<file path="config.mk">
export PLATFORM = sky130hd
export DESIGN_NAME = sertx_top
export DESIGN_NICKNAME = d
export VERILOG_FILES = /design/src/rtl/sertx_pkg.sv /design/src/rtl/sertx_holdbuf.sv /design/src/rtl/sertx_bitclk.sv /design/src/rtl/sertx_shifter.sv /design/src/rtl/sertx_top.sv
export SDC_FILE = /design/constraint.sdc
export NUM_CORES = 1
export LEC_CHECK = 0
export BUFFER_PORTS_ARGS = -buffer_cell sky130_fd_sc_hd__buf_2
export CAP_MARGIN = 0
export CORE_MARGIN = 2
export CORE_UTILIZATION = 50
export CTS_BUF_LIST = sky130_fd_sc_hd__clkbuf_16
export CTS_CLUSTER_DIAMETER = 40
export DETAILED_ROUTE_END_ITERATION = 6
export GPL_ROUTABILITY_DRIVEN = 0
export HOLD_SLACK_MARGIN = 0.12
export MAX_ROUTING_LAYER = met4
export PLACE_DENSITY = 0.75
export SYNTH_ARGS = -nofsm -noshare
export SYNTH_HDL_FRONTEND = slang
export SYNTH_SLANG_ARGS = --single-unit
</file>
<file path="constraint.sdc">
create_clock -name clk -period 3.2 [get_ports clk]
set_clock_uncertainty 0.2 [all_clocks]
set_input_delay 0.16 -clock clk [delete_from_list [all_inputs] [get_ports clk]]
set_output_delay 0.16 -clock clk [all_outputs]
set_load 0.005 [all_outputs]
</file>
<file path="src/rtl/sertx_pkg.sv">
package sertx_pkg;

    // Longest data field and the frame that follows the start bit
    localparam int MAX_DATA   = 9;
    localparam int MIN_DATA   = 5;
    localparam int FRAME_W    = MAX_DATA + 3;   // data + parity + two stop bits
    localparam int NB_W       = 4;              // holds a bit count up to FRAME_W
    localparam int OVERSAMPLE = 16;

    typedef enum logic [1:0] {
        PAR_OFF     = 2'b00,
        PAR_OFF_ALT = 2'b01,
        PAR_EVEN    = 2'b10,
        PAR_ODD     = 2'b11
    } par_mode_e;

    typedef struct packed {
        logic [2:0] len_code;
        par_mode_e  par;
        logic       stop2;
    } frame_cfg_t;

    // Bits after the start bit, first to go out in bit 0
    typedef struct packed {
        logic [FRAME_W-1:0] bits;
        logic [NB_W-1:0]    nbits;
    } frame_t;

    function automatic int data_len(logic [2:0] code);
        int n;
        n = MIN_DATA + int'(code);
        if (n > MAX_DATA) n = MAX_DATA;
        return n;
    endfunction

    function automatic frame_t build_frame(logic [MAX_DATA-1:0] d, frame_cfg_t c);
        frame_t f;
        int     n;
        int     pos;
        logic   acc;
        n      = data_len(c.len_code);
        f.bits = '1;
        acc    = 1'b0;
        for (int i = 0; i < MAX_DATA; i++) begin
            if (i < n) begin
                f.bits[i] = d[i];
                acc       = acc ^ d[i];
            end
        end
        pos = n;
        if (c.par[1]) begin
            f.bits[pos] = c.par[0] ? ~acc : acc;
            pos         = pos + 1;
        end
        // stop bits are the ones already filled in above
        pos     = pos + (c.stop2 ? 2 : 1);
        f.nbits = NB_W'(pos);
        return f;
    endfunction

endpackage

</file>
<file path="src/rtl/sertx_holdbuf.sv">
module sertx_holdbuf
    import sertx_pkg::*;
(
    input  logic                clk,
    input  logic                rst,
    input  logic                wr_en,
    input  logic [MAX_DATA-1:0] wr_data,
    input  logic                take,
    output logic                full,
    output logic [MAX_DATA-1:0] data
);

    always_ff @(posedge clk) begin
        if (rst) begin
            full <= 1'b0;
        end else begin
            if (take) full <= 1'b0;
            if (wr_en && !full) begin
                full <= 1'b1;
                data <= wr_data;
            end
        end
    end

    // a write into an occupied buffer leaves its word in place
    a_r7_ignore_when_full: assert property (@(posedge clk) disable iff (rst)
        (full && wr_en && !take) |=> (full && $stable(data)));

endmodule

</file>
<file path="src/rtl/sertx_bitclk.sv">
module sertx_bitclk #(
    parameter int OSR = 16
) (
    input  logic clk,
    input  logic rst,
    input  logic restart,
    input  logic run,
    input  logic tick_en,
    output logic bit_end
);

    localparam int CW = (OSR > 1) ? $clog2(OSR) : 1;
    localparam logic [CW-1:0] LAST = CW'(OSR - 1);

    logic [CW-1:0] cnt;

    assign bit_end = run && tick_en && (cnt == LAST);

    always_ff @(posedge clk) begin
        if (rst || restart) begin
            cnt <= '0;
        end else if (run && tick_en) begin
            cnt <= (cnt == LAST) ? '0 : cnt + 1'b1;
        end
    end

endmodule

</file>
<file path="src/rtl/sertx_shifter.sv">
module sertx_shifter
    import sertx_pkg::*;
(
    input  logic   clk,
    input  logic   rst,
    input  logic   load,
    input  frame_t frame_in,
    input  logic   bit_end,
    output logic   busy,
    output logic   txd,
    output logic   frame_end
);

    logic [FRAME_W-1:0] sr;
    logic [NB_W-1:0]    rem;

    assign frame_end = busy && bit_end && (rem == '0);

    always_ff @(posedge clk) begin
        if (rst) begin
            busy <= 1'b0;
            txd  <= 1'b1;
            sr   <= '1;
            rem  <= '0;
        end else if (load) begin
            busy <= 1'b1;
            txd  <= 1'b0;
            sr   <= frame_in.bits;
            rem  <= frame_in.nbits;
        end else if (frame_end) begin
            busy <= 1'b0;
            txd  <= 1'b1;
        end else if (busy && bit_end) begin
            txd  <= sr[0];
            sr   <= {1'b1, sr[FRAME_W-1:1]};
            rem  <= rem - 1'b1;
        end
    end

    // the line rests high when no frame is being sent
    a_r1_idle_high: assert property (@(posedge clk) disable iff (rst)
        !busy |-> txd);

    // a frame opens with a low bit
    a_r2_start_low: assert property (@(posedge clk) disable iff (rst)
        $rose(busy) |-> !txd);

endmodule

</file>
<file path="src/rtl/sertx_top.sv">
module sertx_top
    import sertx_pkg::*;
#(
    parameter int OSR = OVERSAMPLE
) (
    input  logic                clk,
    input  logic                rst,
    input  logic                tick_en,
    input  logic [2:0]          cfg_len,
    input  logic [1:0]          cfg_par,
    input  logic                cfg_stop2,
    input  logic                wr_en,
    input  logic [MAX_DATA-1:0] wr_data,
    output logic                txd,
    output logic                buf_empty,
    output logic                tx_done
);

    logic                hb_full;
    logic [MAX_DATA-1:0] hb_data;
    logic                busy;
    logic                bit_end;
    logic                frame_end;
    logic                load;
    frame_cfg_t          cfg_now;
    frame_t              next_frame;

    always_comb begin
        cfg_now.len_code = cfg_len;
        cfg_now.par      = par_mode_e'(cfg_par);
        cfg_now.stop2    = cfg_stop2;
        next_frame       = build_frame(hb_data, cfg_now);
    end

    // a waiting word moves in when the stage is free or just finishing
    assign load = hb_full && (!busy || frame_end);

    sertx_holdbuf u_buf (
        .clk     (clk),
        .rst     (rst),
        .wr_en   (wr_en),
        .wr_data (wr_data),
        .take    (load),
        .full    (hb_full),
        .data    (hb_data)
    );

    sertx_bitclk #(.OSR(OSR)) u_clk (
        .clk     (clk),
        .rst     (rst),
        .restart (load),
        .run     (busy),
        .tick_en (tick_en),
        .bit_end (bit_end)
    );

    sertx_shifter u_sh (
        .clk       (clk),
        .rst       (rst),
        .load      (load),
        .frame_in  (next_frame),
        .bit_end   (bit_end),
        .busy      (busy),
        .txd       (txd),
        .frame_end (frame_end)
    );

    always_ff @(posedge clk) begin
        if (rst) begin
            tx_done <= 1'b0;
        end else if (wr_en && !hb_full) begin
            tx_done <= 1'b0;
        end else if (frame_end && !hb_full) begin
            tx_done <= 1'b1;
        end
    end

    assign buf_empty = !hb_full;

    // the buffer reports empty once its word has moved on
    a_r7_empty_after_load: assert property (@(posedge clk) disable iff (rst)
        load |=> buf_empty);

    // a queued word starts straight after the previous frame
    a_r8_no_gap: assert property (@(posedge clk) disable iff (rst)
        (frame_end && !buf_empty) |=> (!txd && busy));

    // completion only shows while the line is quiet and nothing waits
    a_r9_done_idle: assert property (@(posedge clk) disable iff (rst)
        tx_done |-> (buf_empty && txd));

    // without a tick the line holds unless a new frame loads
    a_r10_hold_without_tick: assert property (@(posedge clk) disable iff (rst)
        (busy && !tick_en && !load) |=> $stable(txd));

endmodule

</file>
==> impl_metrics.toml, run 1 <==
[layout]
area.growth.synth_to_final_pct = 19.68
post-route-cell-area_um2 = 2716
final_cell_mix = "dfxtp_1, a21oi_1, buf_2"
fin_nets = 328
fillers = 362
diodes = 0
fin_cells = 350
final_common_cell = "dfxtp_1"
drive_above_1_share_pct = 20.47

[die]
die_y_um = 71.38
die-area_um2 = 5094
start_util_pct = 52.13
io_pins = 22
die_w_um = 71.38
core_area_um2 = 4354
fp-row-count = 24

[route]
wl_um = 5174
dr_total_vias = 2041
drc_errors = 0
vias_per_cell = 5.831
drtAntennaViolNets = 0
wire_per_inst_um = 14.78
first_pass_iters = 4
drtIter0Drc = 120

[worst_setup_path]
arrival_ns = 2.84
cp.required_ns = 3.21
startpoint = "cfg_len[0]"
slowest_stage = "xnor3_2"
worst_setup_path_end_kind = "register"
r2r-start = "u_sh.rem[0]"
worstSetupPathType = "input port to register"
critPathMaxFanout = 5
crit_chain = "buf_2, ha_1, inv_1, and3_1, o21ai_0, buf_4, ha_1, maj3_2, a221oi_2, xor2_1, xnor3_2, buf_4, a31oi_1"
cp-start-kind = "input port"
slowest_delay_ns = 0.51

[sta]
slew_headroom_pct = 60.94
setup_tns_ns = 0
rsz0062_at_grt = "no"
period_share_pct = 88.39
tightest_slew_ns = 0.5711
drv_slew = 0
setup_viol = 0
period_needed_ns = 2.829
hold_viol = 0
clock.fmax_mhz = 353.5

[clocking]
cts.reportedPaths.clkPinSlew_ns = 0.06
cts_made_buffers = 5
cts-htree-levels = 2
post_cts_buffers = 0
ctsHoldBuffers = 10
cts-root-buf = "clkbuf_16"
insertion_delay_ns = 0.28
cts_resized = 0
cts_tree = "built"
clock_sinks = 33
clockBufferDepth = 2

[worst_hold_path]
hp-class = "input port to register"
hp-start = "cfg_par[1]"

[power]
p_leak_nw = 1.101
max-vdd-ir-drop_mv = 0.3357
power.density_nw_per_um2 = 498.8

[global_routing]
gr-usage-all-layers_pct = 23.24
grt_max_degree = 29
grt_pass1_vias = 1975
grt_antenna_before_repair = 0
overflow = 0
grt_pass1_wl_um = 9108

[logic_synthesis]
yosys_warnings = 0
synthCells = 258
async_reset_ff_share_pct = 0
ys.flop_type = "dfxtp_1"
synth_edf_count = 9
syn_nets = 289
ys_seq_area_share_pct = 33.08
ys_seq_elements = 33
ys_types = 57
avgSynthCellArea_um2 = 8.797
syn_area_um2 = 2270

[flow_run]
maxCapViolCount = 0

[place]
place_inst = 332
port_buffers = 21
dpl_cell_area_um2 = 2459
dp_hpwl_um = 3699

[status]
status = "complete, no violations"
[logic make-up after synthesis]
group                    count (synthesis)  synth area share, %
AO/OA/AOI/OAI                           86                27.29
adder cells (fa/ha/maj)                 13                7.442
flip-flops                              33                33.08
buffers and inverters                   29                6.615
XOR/XNOR                                 9                4.134
multiplexers                             4                1.764
AND/OR/NAND/NOR                         84                19.68
[registers in the layout, summed over array words and instances, names as in the netlist]
name	flops
tx_done	1
u_buf.data	9
u_buf.full	1
u_clk.cnt	4
u_sh.busy	1
u_sh.rem	4
u_sh.sr	12
u_sh.txd	1
[path summary, 6_finish.rpt]
path                       to  slack [ns]  depth (start not counted)
setup / recovery   u_sh.sr[4]        0.37                         13
hold / removal     u_sh.sr[7]        0.13                          3
setup reg to reg   u_sh.sr[1]        0.68                          7
hold reg to reg   u_sh.rem[1]        0.28                          2
[routing by layer]
metal / share of wire (%) / GRT usage (%)
met1: 45 / 29.47
met5: 0 / -
met4: 1.6 / 8.386
met3: 5.7 / 5.345
met2: 48 / 36.42
[report_power, final]
group          internal, mW  switching (mW)
registers             0.464          0.0260
clock network         0.330           0.178
logic                 0.161           0.196
[per-stage QoR]
step	worst slack (ns)	hold slack, ns	util [%]	power, mW
2_1_floorplan	0.01952	0.05887	-	0.7496
3_3_place_gp	0.1072	0.1363	56.47	0.8365
3_5_place_dp	0.07095	0.1381	56.47	0.8428
4_1_cts	0.3579	0.1242	62.39	1.358
5_1_grt	0.1514	0.1538	62.39	1.421
6_report	0.3714	0.1319	62.39	1.355
[synthesized netlist by cell type (3+ instances only)]
cell type / number / share of area, %
o21a_1: 4 / 1.3
a21oi_2: 8 / 3.1
a211o_1: 4 / 1.5
dfxtp_1: 24 / 21
xnor2_1: 4 / 1.5
buf_2: 3 / 0.66
a21oi_1: 23 / 5.1
nand3_1: 5 / 1.1
a31oi_1: 8 / 2.2
clkbuf_1: 5 / 0.83
ha_1: 11 / 6.1
a211oi_1: 8 / 2.6
nor2_1: 16 / 2.6
buf_6: 4 / 2.0
nor4bb_1: 4 / 1.8
edfxtp_1: 9 / 12
mux2i_1: 4 / 1.8
o21ai_0: 7 / 1.5
nor3b_1: 3 / 0.99
inv_1: 14 / 2.3
a21o_1: 4 / 1.3
nor3_1: 14 / 3.1
xor2_1: 4 / 1.5
nand2b_1: 5 / 1.4
nor2b_1: 4 / 1.1
nand2_1: 17 / 2.8
and3_1: 5 / 1.4
[critical path: cells and delay by family]
kind	cells	cell delay, ns
adder cells (fa/ha/maj)	3	0.74
XOR/XNOR	2	0.69
buffers and inverters	4	0.58
AO/OA/AOI/OAI	3	0.48
AND/OR/NAND/NOR	1	0.17
[cell type report]
type / count / area [um^2] / area share (%)
inverters: 15 / 56.30 / 2.073
well taps: 52 / 65.06 / 2.395
repair buffers: 46 / 317.8 / 11.70
flip-flops and latches: 33 / 750.7 / 27.64
multi-input cells: 196 / 1369 / 50.39
clock buffers: 6 / 150.1 / 5.527
clock inverters: 2 / 7.507 / 0.2764
(Power assumes the default switching activity.)
==> inputs of run 2 (changes only) <==
Settings changed: ABC_AREA set to 1, HOLD_SLACK_MARGIN 0.12 to 0.15, SETUP_SLACK_MARGIN set to 0.5.
==> impl_metrics.toml, run 2 <==
[worst_hold_path]
hold_depth = 5
hp-start = "cfg_len[0]"
hp-class = "input port to register"
whs_endpoint = "u_sh.sr[11]"

[worst_setup_path]
worstSetupPathType = "input port to register"
r2r-start = "u_clk.cnt[0]"
r2r_cells = 14
rrSetupSlack_ns = 0.71
reg2reg_to = "u_sh.rem[0]"
cp-start-kind = "input port"
arrival_ns = 2.50
cp.required_ns = 3.17
critPathMaxFanout = 10
worst_setup_path_end_kind = "register"

[die]
die_y_um = 70.93
start_util_pct = 51.79
fp-row-count = 24
io_pins = 22
die_w_um = 70.93
core_area_um2 = 4324
die-area_um2 = 5030

[layout]
fillers = 376
largest_register_ff_count = 12
area.growth.synth_to_final_pct = 22.12
final_common_cell = "nand2_1"
post-route-cell-area_um2 = 2735
fin_nets = 382
top_register = "u_sh.sr"
reg.largest.list = "u_sh.sr (12), u_buf.data (9)"
final_cell_mix = "nand2_1, inv_1, a21oi_1, dfxtp_1, nor2_1"
drive_above_1_share_pct = 19.60
diodes = 0

[logic_synthesis]
synth_edf_count = 9
avgSynthCellArea_um2 = 7.133
syn_area_um2 = 2240
ys_seq_elements = 33
ys_seq_area_share_pct = 33.52
synthCells = 314
async_reset_ff_share_pct = 0
netlist_top_cells_count = "nand2_1, inv_1, a21oi_1, dfxtp_1, nor2_1"
yosysTopAreaCellShare_pct = 21.45
yosysMostFrequentCell = "nand2_1"
syn_nets = 345
synth.area.top_cells = "dfxtp_1, nand2_1, edfxtp_1"
ys.flop_type = "dfxtp_1"
ys_types = 39
yosys_warnings = 0
yosysTopAreaCell = "dfxtp_1"

[clocking]
cts-htree-levels = 2
post_cts_buffers = 0
clockBufferDepth = 2
insertion_delay_ns = 0.28
cts_tree = "built"
clock_sinks = 33
cts.reportedPaths.clkPinSlew_ns = 0.06
cts_made_buffers = 5
cts-root-buf = "clkbuf_16"

[global_routing]
grt_max_degree = 22
grt_pass1_vias = 2095
grt_antenna_before_repair = 0
overflow = 0
gr-usage-all-layers_pct = 24.19
top_usage_layer = "met2"
grt_use_met2_pct = 39.88
use_met1_pct = 28.05
grt_use_met3_pct = 6.125
grt_pass1_wl_um = 9259

[power]
power.density_nw_per_um2 = 468.9
p_leak_nw = 1.280
max-vdd-ir-drop_mv = 0.3420

[route]
drc_errors = 0
drtIter0Drc = 141
wl_um = 5593
vias_per_cell = 5.376
drtAntennaViolNets = 0
wire_per_inst_um = 13.84
first_pass_iters = 4
dr_total_vias = 2172

[sta]
clock.fmax_mhz = 395.5
drv_slew = 0
slew_headroom_pct = 73.29
layout_setup_ws_ns = 0.6715
setup_viol = 0
period_share_pct = 79.01
hold_viol = 0
rsz0062_at_grt = "no"
setup_tns_ns = 0
whs_ns = 0.2339
period_needed_ns = 2.528
tightest_slew_ns = 0.3965

[place]
dp_hpwl_um = 3750
post-place-ws_ns = 0.2599
dpl_cell_area_um2 = 2385
port_buffers = 21

[status]
status = "complete, no violations"

[flow_run]
maxCapViolCount = 0
==> run 2: changes by cell type in the layout (fill, tap and decap cells not counted), sizes merged, moves of 7 or more <==
cell | previous run | this run
a31oi | 9 | 2
nor2 | 16 | 27
inv | 16 | 43
a211oi | 9 | 0
a21oi | 32 | 24
buf | 36 | 23
nand2 | 17 | 95
nand3 | 5 | 23
==> run 2: cell type report <==
class	count	area (um^2)	share of cell area, %
Inverter	44	170.2	6.221
Timing Repair Buffer	39	280.3	10.25
Clock buffer	6	150.1	5.489
Multi-Input combinational cell	228	1303	47.62
Sequential cell	33	750.7	27.45
Clock inverter	2	16.27	0.5947
Tap cell	52	65.06	2.379
==> run 2: worst max-delay path by stage <==
stage / startpoint / endpoint / slack (ns) / cells after the start
finish: cfg_len[0] / u_sh.sr[9] / 0.67 / 23
floorplan: cfg_len[0] / u_sh.rem[3] / 0.72 / 14
global route: cfg_len[0] / u_sh.sr[9] / 0.49 / 24
detailed placement: cfg_len[0] / u_sh.sr[9] / 0.26 / 24
global placement: cfg_len[0] / u_sh.sr[11] / 0.35 / 21
CTS: cfg_len[0] / u_sh.sr[9] / 0.53 / 24
==> run 2: what timing repair did <==
| action | CTS | global route |
|---|---|---|
| setup endpoints to repair | 0 | 15 |
| hold buffers | 15 | 0 |
| endpoints found under the hold margin | 25 | 0 |
| resized for setup | 0 | 10 |
==> run 2: metal layers <==
layer	up-vias	part of all wire [%]
met5	-	0
met4	0	3.2
li1	1084	-
met1	985	43
met3	20	6.6
met2	83	47
==> run 2: per-stage QoR <==
step	cells	total power, mW	util [%]
2_1_floorplan	314	0.6770	-
3_3_place_gp	381	0.7320	55.15
3_5_place_dp	381	0.7376	55.15
4_1_cts	404	1.273	62.47
5_1_grt	404	1.338	63.25
6_report	404	1.282	63.25
==> run 2: logic make-up (layout without fill, tap and decap cells) <==
| logic type | Yosys count | count (layout) | share of synthesized area (%) |
|---|---|---|---|
| AND/OR/NAND/NOR | 162 | 162 | 35.25 |
| buffers and inverters | 53 | 91 | 9.609 |
| flip-flops | 33 | 33 | 33.52 |
| XOR/XNOR | 5 | 5 | 1.956 |
| AO/OA/AOI/OAI | 49 | 49 | 12.63 |
| adder cells (fa/ha/maj) | 12 | 12 | 7.039 |
==> run 2: power by group <==
part	switching, mW	internal [mW]
registers	0.0171	0.457
clock network	0.186	0.337
logic	0.179	0.106
total	0.382	0.900
==> run 2: worst max-delay path, stage by stage <==
cell and delay [ns]:
clkbuf_4 0.16, ha_4 0.20, inv_4 0.10, nor2_4 0.05
nor2_1 0.09, nand2_1 0.09, nand2_2 0.13, inv_1 0.10
ha_1 0.23, inv_1 0.09, nand3_1 0.09, nand3_1 0.12
nand3_1 0.07, nand2_1 0.11, inv_1 0.08, nand2_4 0.09
nand2_2 0.06, nand2_4 0.11, nand2_2 0.07, nor2_1 0.09
nand2_1 0.07, o211ai_2 0.07, nand2_2 0.06
